File: config.mk
export PLATFORM = sky130hd
export DESIGN_NAME = dual_bank_regfile
export DESIGN_NICKNAME = d
export VERILOG_FILES = /design/src/rtl/drf_pkg.sv /design/src/rtl/drf_op_decode.sv /design/src/rtl/drf_bank.sv /design/src/rtl/drf_read_mux.sv /design/src/rtl/dual_bank_regfile.sv
export SDC_FILE = /design/constraint.sdc
export NUM_CORES = 1
export LEC_CHECK = 0
export BUFFER_PORTS_ARGS = -buffer_cell sky130_fd_sc_hd__buf_2
export CAP_MARGIN = 20
export CORE_AREA = 2 2 114 127
export DETAILED_ROUTE_END_ITERATION = 10
export DIE_AREA = 0 0 116 129
export GPL_TIMING_DRIVEN = 0
export PLACE_DENSITY = 0.76
export SLEW_MARGIN = 10
export SYNTH_ARGS = -nofsm -noshare
export SYNTH_HDL_FRONTEND = slang
export SYNTH_SLANG_ARGS = --single-unit
File: constraint.sdc
create_clock -name clk_i -period 2.6 [get_ports clk_i]
set_input_delay 0.52 -clock clk_i [delete_from_list [all_inputs] [get_ports clk_i]]
set_output_delay 0.52 -clock clk_i [all_outputs]
set_load 0.01 [all_outputs]
File: src/rtl/drf_pkg.sv
package drf_pkg;
  localparam int unsigned FLAG_W = 2;
  localparam int unsigned FLG_C  = 0;
  localparam int unsigned FLG_Z  = 1;

  localparam logic [7:0] OPC_BANK = 8'h99;
  localparam logic [7:0] OPC_XACC = 8'h96;
  localparam logic [7:0] OPC_XFLG = 8'h9A;
  localparam logic [4:0] OPC_XREG = 5'b01010;

  typedef enum logic [2:0] {
    OPK_NONE,
    OPK_BANK,
    OPK_XACC,
    OPK_XFLG,
    OPK_XREG
  } op_kind_e;
endpackage

File: src/rtl/drf_op_decode.sv
module drf_op_decode
  import drf_pkg::*;
(
  input  logic       valid_i,
  input  logic [7:0] op_i,
  output op_kind_e   kind_o,
  output logic [2:0] tgt_o
);
  always_comb begin
    kind_o = OPK_NONE;
    if (valid_i) begin
      if (op_i == OPC_BANK)           kind_o = OPK_BANK;
      else if (op_i == OPC_XACC)      kind_o = OPK_XACC;
      else if (op_i == OPC_XFLG)      kind_o = OPK_XFLG;
      else if (op_i[7:3] == OPC_XREG) kind_o = OPK_XREG;
    end
  end
  assign tgt_o = op_i[2:0];
endmodule

File: src/rtl/drf_bank.sv
module drf_bank #(
  parameter int unsigned DATA_W  = 8,
  parameter int unsigned NUM_GPR = 6,
  parameter int unsigned FLAG_W  = 2,
  localparam int unsigned GPR_IW = $clog2(NUM_GPR)
) (
  input  logic                             clk_i,
  input  logic                             rst_ni,
  input  logic                             acc_we_i,
  input  logic [DATA_W-1:0]                acc_d_i,
  input  logic                             flg_we_i,
  input  logic [FLAG_W-1:0]                flg_d_i,
  input  logic                             gpr_we_i,
  input  logic [GPR_IW-1:0]                gpr_idx_i,
  input  logic [DATA_W-1:0]                gpr_d_i,
  output logic [DATA_W-1:0]                acc_o,
  output logic [FLAG_W-1:0]                flg_o,
  output logic [NUM_GPR-1:0][DATA_W-1:0]   gpr_o
);
  always_ff @(posedge clk_i or negedge rst_ni) begin
    if (!rst_ni)       acc_o <= '0;
    else if (acc_we_i) acc_o <= acc_d_i;
  end

  always_ff @(posedge clk_i or negedge rst_ni) begin
    if (!rst_ni)       flg_o <= '0;
    else if (flg_we_i) flg_o <= flg_d_i;
  end

  for (genvar g = 0; g < NUM_GPR; g++) begin : g_gpr
    always_ff @(posedge clk_i or negedge rst_ni) begin
      if (!rst_ni) gpr_o[g] <= '0;
      else if (gpr_we_i && gpr_idx_i == GPR_IW'(g)) gpr_o[g] <= gpr_d_i;
    end
  end
endmodule

File: src/rtl/drf_read_mux.sv
module drf_read_mux #(
  parameter int unsigned DATA_W  = 8,
  parameter int unsigned NUM_GPR = 6,
  parameter int unsigned FLAG_W  = 2,
  parameter int unsigned SEL_W   = 3
) (
  input  logic [SEL_W-1:0]               sel_i,
  input  logic [DATA_W-1:0]              acc_i,
  input  logic [FLAG_W-1:0]              flg_i,
  input  logic [NUM_GPR-1:0][DATA_W-1:0] gpr_i,
  output logic [DATA_W-1:0]              data_o
);
  localparam logic [SEL_W-1:0] FLG_CODE = SEL_W'(NUM_GPR + 1);

  always_comb begin
    data_o = '0;
    if (sel_i == '0)             data_o = acc_i;
    else if (sel_i == FLG_CODE)  data_o = {{(DATA_W-FLAG_W){1'b0}}, flg_i};
    else if (sel_i <= SEL_W'(NUM_GPR)) begin
      for (int i = 0; i < NUM_GPR; i++)
        if (sel_i == SEL_W'(i + 1)) data_o = gpr_i[i];
    end
  end
endmodule

File: src/rtl/dual_bank_regfile.sv
module dual_bank_regfile
  import drf_pkg::*;
#(
  parameter int unsigned DATA_W  = 8,
  parameter int unsigned NUM_GPR = 6,
  localparam int unsigned SEL_W  = $clog2(NUM_GPR + 2),
  localparam int unsigned GPR_IW = $clog2(NUM_GPR),
  localparam int unsigned NBANK  = 2
) (
  input  logic              clk_i,
  input  logic              rst_ni,
  input  logic              op_valid_i,
  input  logic [7:0]        op_i,
  input  logic [SEL_W-1:0]  rd_sel_i,
  output logic [DATA_W-1:0] rd_data_o,
  input  logic              wb_en_i,
  input  logic [SEL_W-1:0]  wb_sel_i,
  input  logic [DATA_W-1:0] wb_data_i,
  input  logic              flag_we_i,
  input  logic [FLAG_W-1:0] flag_i,
  output logic [DATA_W-1:0] acc_o,
  output logic [DATA_W-1:0] flags_o,
  output logic              bank_o
);
  localparam logic [SEL_W-1:0] FLG_CODE = SEL_W'(NUM_GPR + 1);

  op_kind_e   kind;
  logic [2:0] tgt;

  drf_op_decode u_dec (
    .valid_i(op_valid_i),
    .op_i   (op_i),
    .kind_o (kind),
    .tgt_o  (tgt)
  );

  logic                            bank_q, bank_d;
  logic [NBANK-1:0]                acc_we, flg_we, gpr_we;
  logic [DATA_W-1:0]               acc_d   [NBANK];
  logic [FLAG_W-1:0]               flg_d   [NBANK];
  logic [GPR_IW-1:0]               gpr_idx [NBANK];
  logic [DATA_W-1:0]               gpr_d   [NBANK];
  logic [DATA_W-1:0]               acc_q   [NBANK];
  logic [FLAG_W-1:0]               flg_q   [NBANK];
  logic [NUM_GPR-1:0][DATA_W-1:0]  gpr_q   [NBANK];

  for (genvar b = 0; b < NBANK; b++) begin : g_bank
    drf_bank #(
      .DATA_W (DATA_W),
      .NUM_GPR(NUM_GPR),
      .FLAG_W (FLAG_W)
    ) u_bank (
      .clk_i    (clk_i),
      .rst_ni   (rst_ni),
      .acc_we_i (acc_we[b]),
      .acc_d_i  (acc_d[b]),
      .flg_we_i (flg_we[b]),
      .flg_d_i  (flg_d[b]),
      .gpr_we_i (gpr_we[b]),
      .gpr_idx_i(gpr_idx[b]),
      .gpr_d_i  (gpr_d[b]),
      .acc_o    (acc_q[b]),
      .flg_o    (flg_q[b]),
      .gpr_o    (gpr_q[b])
    );
  end

  logic [SEL_W-1:0] tgt_s;
  assign tgt_s = SEL_W'(tgt);

  always_comb begin
    bank_d = bank_q;
    acc_we = '0;
    flg_we = '0;
    gpr_we = '0;
    for (int b = 0; b < NBANK; b++) begin
      acc_d[b]   = '0;
      flg_d[b]   = '0;
      gpr_idx[b] = '0;
      gpr_d[b]   = '0;
    end

    unique case (kind)
      OPK_BANK: bank_d = ~bank_q;
      OPK_XACC: begin
        acc_we   = '1;
        acc_d[0] = acc_q[1];
        acc_d[1] = acc_q[0];
      end
      OPK_XFLG: begin
        flg_we   = '1;
        flg_d[0] = flg_q[1];
        flg_d[1] = flg_q[0];
      end
      OPK_XREG: begin
        if (tgt_s == FLG_CODE) begin
          acc_we[bank_q] = 1'b1;
          acc_d[bank_q]  = {{(DATA_W-FLAG_W){1'b0}}, flg_q[bank_q]};
          flg_we[bank_q] = 1'b1;
          flg_d[bank_q]  = acc_q[bank_q][FLAG_W-1:0];
        end else if (tgt_s != '0 && tgt_s <= SEL_W'(NUM_GPR)) begin
          acc_we[bank_q]  = 1'b1;
          acc_d[bank_q]   = gpr_q[bank_q][GPR_IW'(tgt_s - 1'b1)];
          gpr_we[bank_q]  = 1'b1;
          gpr_idx[bank_q] = GPR_IW'(tgt_s - 1'b1);
          gpr_d[bank_q]   = acc_q[bank_q];
        end
      end
      default: ;
    endcase

    // datapath writes only when no operation is strobed
    if (!op_valid_i) begin
      if (wb_en_i) begin
        if (wb_sel_i == '0) begin
          acc_we[bank_q] = 1'b1;
          acc_d[bank_q]  = wb_data_i;
        end else if (wb_sel_i == FLG_CODE) begin
          flg_we[bank_q] = 1'b1;
          flg_d[bank_q]  = wb_data_i[FLAG_W-1:0];
        end else if (wb_sel_i <= SEL_W'(NUM_GPR)) begin
          gpr_we[bank_q]  = 1'b1;
          gpr_idx[bank_q] = GPR_IW'(wb_sel_i - 1'b1);
          gpr_d[bank_q]   = wb_data_i;
        end
      end
      if (flag_we_i) begin
        flg_we[bank_q] = 1'b1;
        flg_d[bank_q]  = flag_i;
      end
    end
  end

  always_ff @(posedge clk_i or negedge rst_ni) begin
    if (!rst_ni) bank_q <= 1'b0;
    else         bank_q <= bank_d;
  end

  drf_read_mux #(
    .DATA_W (DATA_W),
    .NUM_GPR(NUM_GPR),
    .FLAG_W (FLAG_W),
    .SEL_W  (SEL_W)
  ) u_rd (
    .sel_i (rd_sel_i),
    .acc_i (acc_q[bank_q]),
    .flg_i (flg_q[bank_q]),
    .gpr_i (gpr_q[bank_q]),
    .data_o(rd_data_o)
  );

  assign acc_o   = acc_q[bank_q];
  assign flags_o = {{(DATA_W-FLAG_W){1'b0}}, flg_q[bank_q]};
  assign bank_o  = bank_q;
endmodule

==> summary.txt <==
Mapped Area: 0.00740 mm^2
Leading cell type in the layout, fill and taps excluded: dfrtp_1
Max-Cap Viols: 0
Iteration-0 DRC Markers: 796
Failing checks: setup timing
Placed instance area: 0.00807 mm^2
Worst Path Buf+Inv: 4
Status: finished, violations left
Total die area: 0.0150 mm^2
Core Region: 0.0136 mm^2
Overflow after GRT: 0
Post-route setup slack: -0.199 ns
CP Launch Type: flop
Port bufs: 46
Worst VDD drop: 543 uV
CP dominant cell by count: buf_12
GRT Total Usage: 0.330
Pwr/cell area: 600 mW/mm^2
Hold-fix buffers, CTS: 0
Yosys warns: 0
Clk Latency, worst-skew pair: 0.43 ns
Global route hottest layer: met2
CTS tree: done
Crit path max-delay family: compound AO/OA/AOI/OAI gates
Tightest Pin Transition: 0.880 ns
Nets: 788
CP max-delay cell: dfrtp_2
Vias in the first global route: 6321
CP cell instances: buf_12 -> buf_12 -> buf_12 -> mux2i_4 -> o22ai_1 -> a211o_1 -> a22o_1 -> buf_2
Final instance area: 0.00942 mm^2
Final Hold Vio Count: 0
Via Count: 6421
CP Class: flop to output port
Seq pwr share: 0.370
Layout Utilization: 0.691
Post-synth EDFFs: 0
Post-route ant nets: 0
Most frequent cells in the layout: dfrtp_1, mux2_2, buf_2, mux2i_1, buf_4
ANT cells: 0
Drt first pass iters: 7
RSZ-0062 raised after global routing: yes
Int Power: 4.04 mW
Hold WC Path Type: primary input to asynchronous set/reset pin
Clk_skew: 0.0125 ns
Ranking of synthesized cells by area: dfrtp_1, mux2_2, mux2i_1
Ys flop type: dfrtp_1
Cell variety after synth: 59
Drt total wl: 24.3 mm
Clock network power share: 0.431
Clock Sinks: 117
Clock slew at reported path FFs: 0.06 ns
Leakage power: 4.18 nW
CP Capture Type: output port
# rows: 45
Rel. slew slack: 0.408
CTS buffer count: 17
Met3 global-route usage: 0.0659
Starting density of the core: 0.543
Die Span Y: 129 um
WP data required: 2.08 ns
Synth Area per Inst: 11.5 um^2
Share of cells above drive strength 1: 0.415
Minimum clock period: 2.80 ns
H-tree depth: 4
Die Width: 116 um
Crit path max fanout: 6
Synth area leader: dfrtp_1
Met1 usage: 0.439
Grt met2 use: 0.523
Global-route wire length before repair: 36.7 mm
Sw Pwr: 1.61 mW
Vias per inst: 6.75
Post-synthesis cell count: 646
Post-synthesis sequential area ratio: 0.396
# IOs: 54
CP peak stage delay: 0.39 ns
GP Congestion: 0.934
Highest clock rate: 357 MHz
Worst EP arrival: 2.28 ns
DRC viols: 0
Fin crit share: 1.08
Area share of the largest cell type after synthesis: 0.396
P&R area growth vs syn: 27.3%
Clock root buffer: clkbuf_16
CTS max path bufs: 2
Setup-failing EPs final: 8
Wire per inst: 25.6 um
Slew Viols, Final: 0
#FFs+latches synth: 117
Largest net degree at the start of global routing: 71
Switching portion of total power: 0.285
Post-synth ARST share: 1.00
HPWL after detailed placement: 16.3 mm
Initial antenna violation count: 0
Comb pwr share: 0.199
==> cell usage after synthesis (3+ instances only) <==
| cell | count |
|---|---|
| a21oi_1 | 17 |
| nand3_1 | 10 |
| a211o_1 | 5 |
| inv_1 | 7 |
| a211oi_1 | 5 |
| mux2_2 | 85 |
| o22ai_1 | 18 |
| or2_2 | 7 |
| mux2_1 | 17 |
| ha_1 | 9 |
| a221o_1 | 8 |
| and2_1 | 3 |
| nand4_1 | 4 |
| nand2b_1 | 11 |
| o211ai_1 | 3 |
| mux4_2 | 22 |
| clkbuf_1 | 16 |
| buf_1 | 3 |
| mux2i_1 | 52 |
| nand2_1 | 22 |
| o21ai_0 | 29 |
| nor2_1 | 31 |
| nand3b_1 | 5 |
| nor3_1 | 9 |
| nor4_1 | 4 |
| a221oi_1 | 9 |
| mux2_4 | 9 |
| dfrtp_1 | 117 |
| buf_4 | 10 |
| nor2b_1 | 9 |
| a22o_1 | 35 |
| buf_2 | 14 |
| a31oi_1 | 7 |
==> state kept, by name (all words and copies together) (netlist names) <==
register / count
g_bank.u_bank.acc_o: 16
g_bank.u_bank.flg_o: 4
bank_o: 1
g_bank.u_bank.gpr_o: 96
==> power groups by stage <==
| stage | sequential (mW) | clock (mW) | combinational, mW |
|---|---|---|---|
| 5_1_grt | 2.10 | 2.51 | 1.18 |
| 4_1_cts | 2.08 | 2.43 | 1.03 |
| 3_3_place_gp | 2.10 | 0 | 0.883 |
| 6_report | 2.09 | 2.44 | 1.13 |
| 2_1_floorplan | 2.06 | 0 | 0.607 |
| 3_5_place_dp | 2.11 | 0 | 0.911 |
==> area by class of cell <==
type,count,area [um^2]
flip-flops and latches,117,2930
repair buffers,83,637
fillers,968,4210
well taps,188,235
clock inverters,11,149
inverters,9,46.3
clock buffers,21,460
plain buffers,40,392
multi-input cells,482,4570
==> through the flow <==
step           std cells  setup WS [ns]  power (mW)  TNS, ns  hold slack, ns
5_1_grt              951         -0.210        5.79    -1.79          0.0618
3_5_place_dp         887         -0.992        3.02   -84.38           0.487
4_1_cts              938         -0.238        5.55    -1.77          0.0508
2_1_floorplan        651        -0.0473        2.67   -0.564           0.224
3_3_place_gp         885          -1.02        2.98  -128.43           0.487
6_report             951         -0.199        5.65    -1.39          0.0270
==> kinds of logic (layout without fill, tap and decap cells) <==
kind of cell,count (synthesis),after routing,synth area share
muxes,185,185,0.311
AOI/OAI and AO/OA,149,149,0.145
and+or+nand+nor,129,129,0.0948
DFF,117,117,0.396
buffers and inverters,52,164,0.0338
adders and majority gates,9,9,0.0152
xor gates and xnor gates,4,4,0.00473
other,1,6,0.000507
==> final timing paths <==
kind | cells after the start | slack, ns | end | startpoint
worst max register to register | 7 | 0.02 | g_bank[1].u_bank.gpr_o[31]$_DFFE_PN0P_ | bank_o$_DFFE_PN0N_
worst min-delay path | 1 | 0.03 | bank_o$_DFFE_PN0N_ | rst_ni
max in group asynchronous | 2 | 1.87 | g_bank[0].u_bank.gpr_o[27]$_DFFE_PN0P_ | rst_ni
min in group clk_i | 4 | 0.44 | bank_o$_DFFE_PN0N_ | op_i[6]
worst max-delay path | 8 | -0.20 | rd_data_o[4] | bank_o$_DFFE_PN0N_
worst min register to register | 1 | 0.52 | g_bank[0].u_bank.gpr_o[45]$_DFFE_PN0P_ | g_bank[0].u_bank.gpr_o[45]$_DFFE_PN0P_
==> repair_timing <==
| item | in CTS | in global routing |
|---|---|---|
| setup endpoints to repair | 124 | 114 |
| resized for setup | 64 | 41 |
| pin swaps | 17 | 15 |
| buffers inserted | 20 | 12 |
| cloned | 1 | 2 |
==> metal layers <==
metal | up-vias | wire [um] | share of wire
met3 | 91 | 2280 | 0.094
met1 | 3191 | 9530 | 0.39
li1 | 2708 | - | -
met2 | 431 | 11500 | 0.47
met5 | - | 0 | 0
met4 | 0 | 1060 | 0.044
Note: power is estimated with default switching activity, not from simulation.
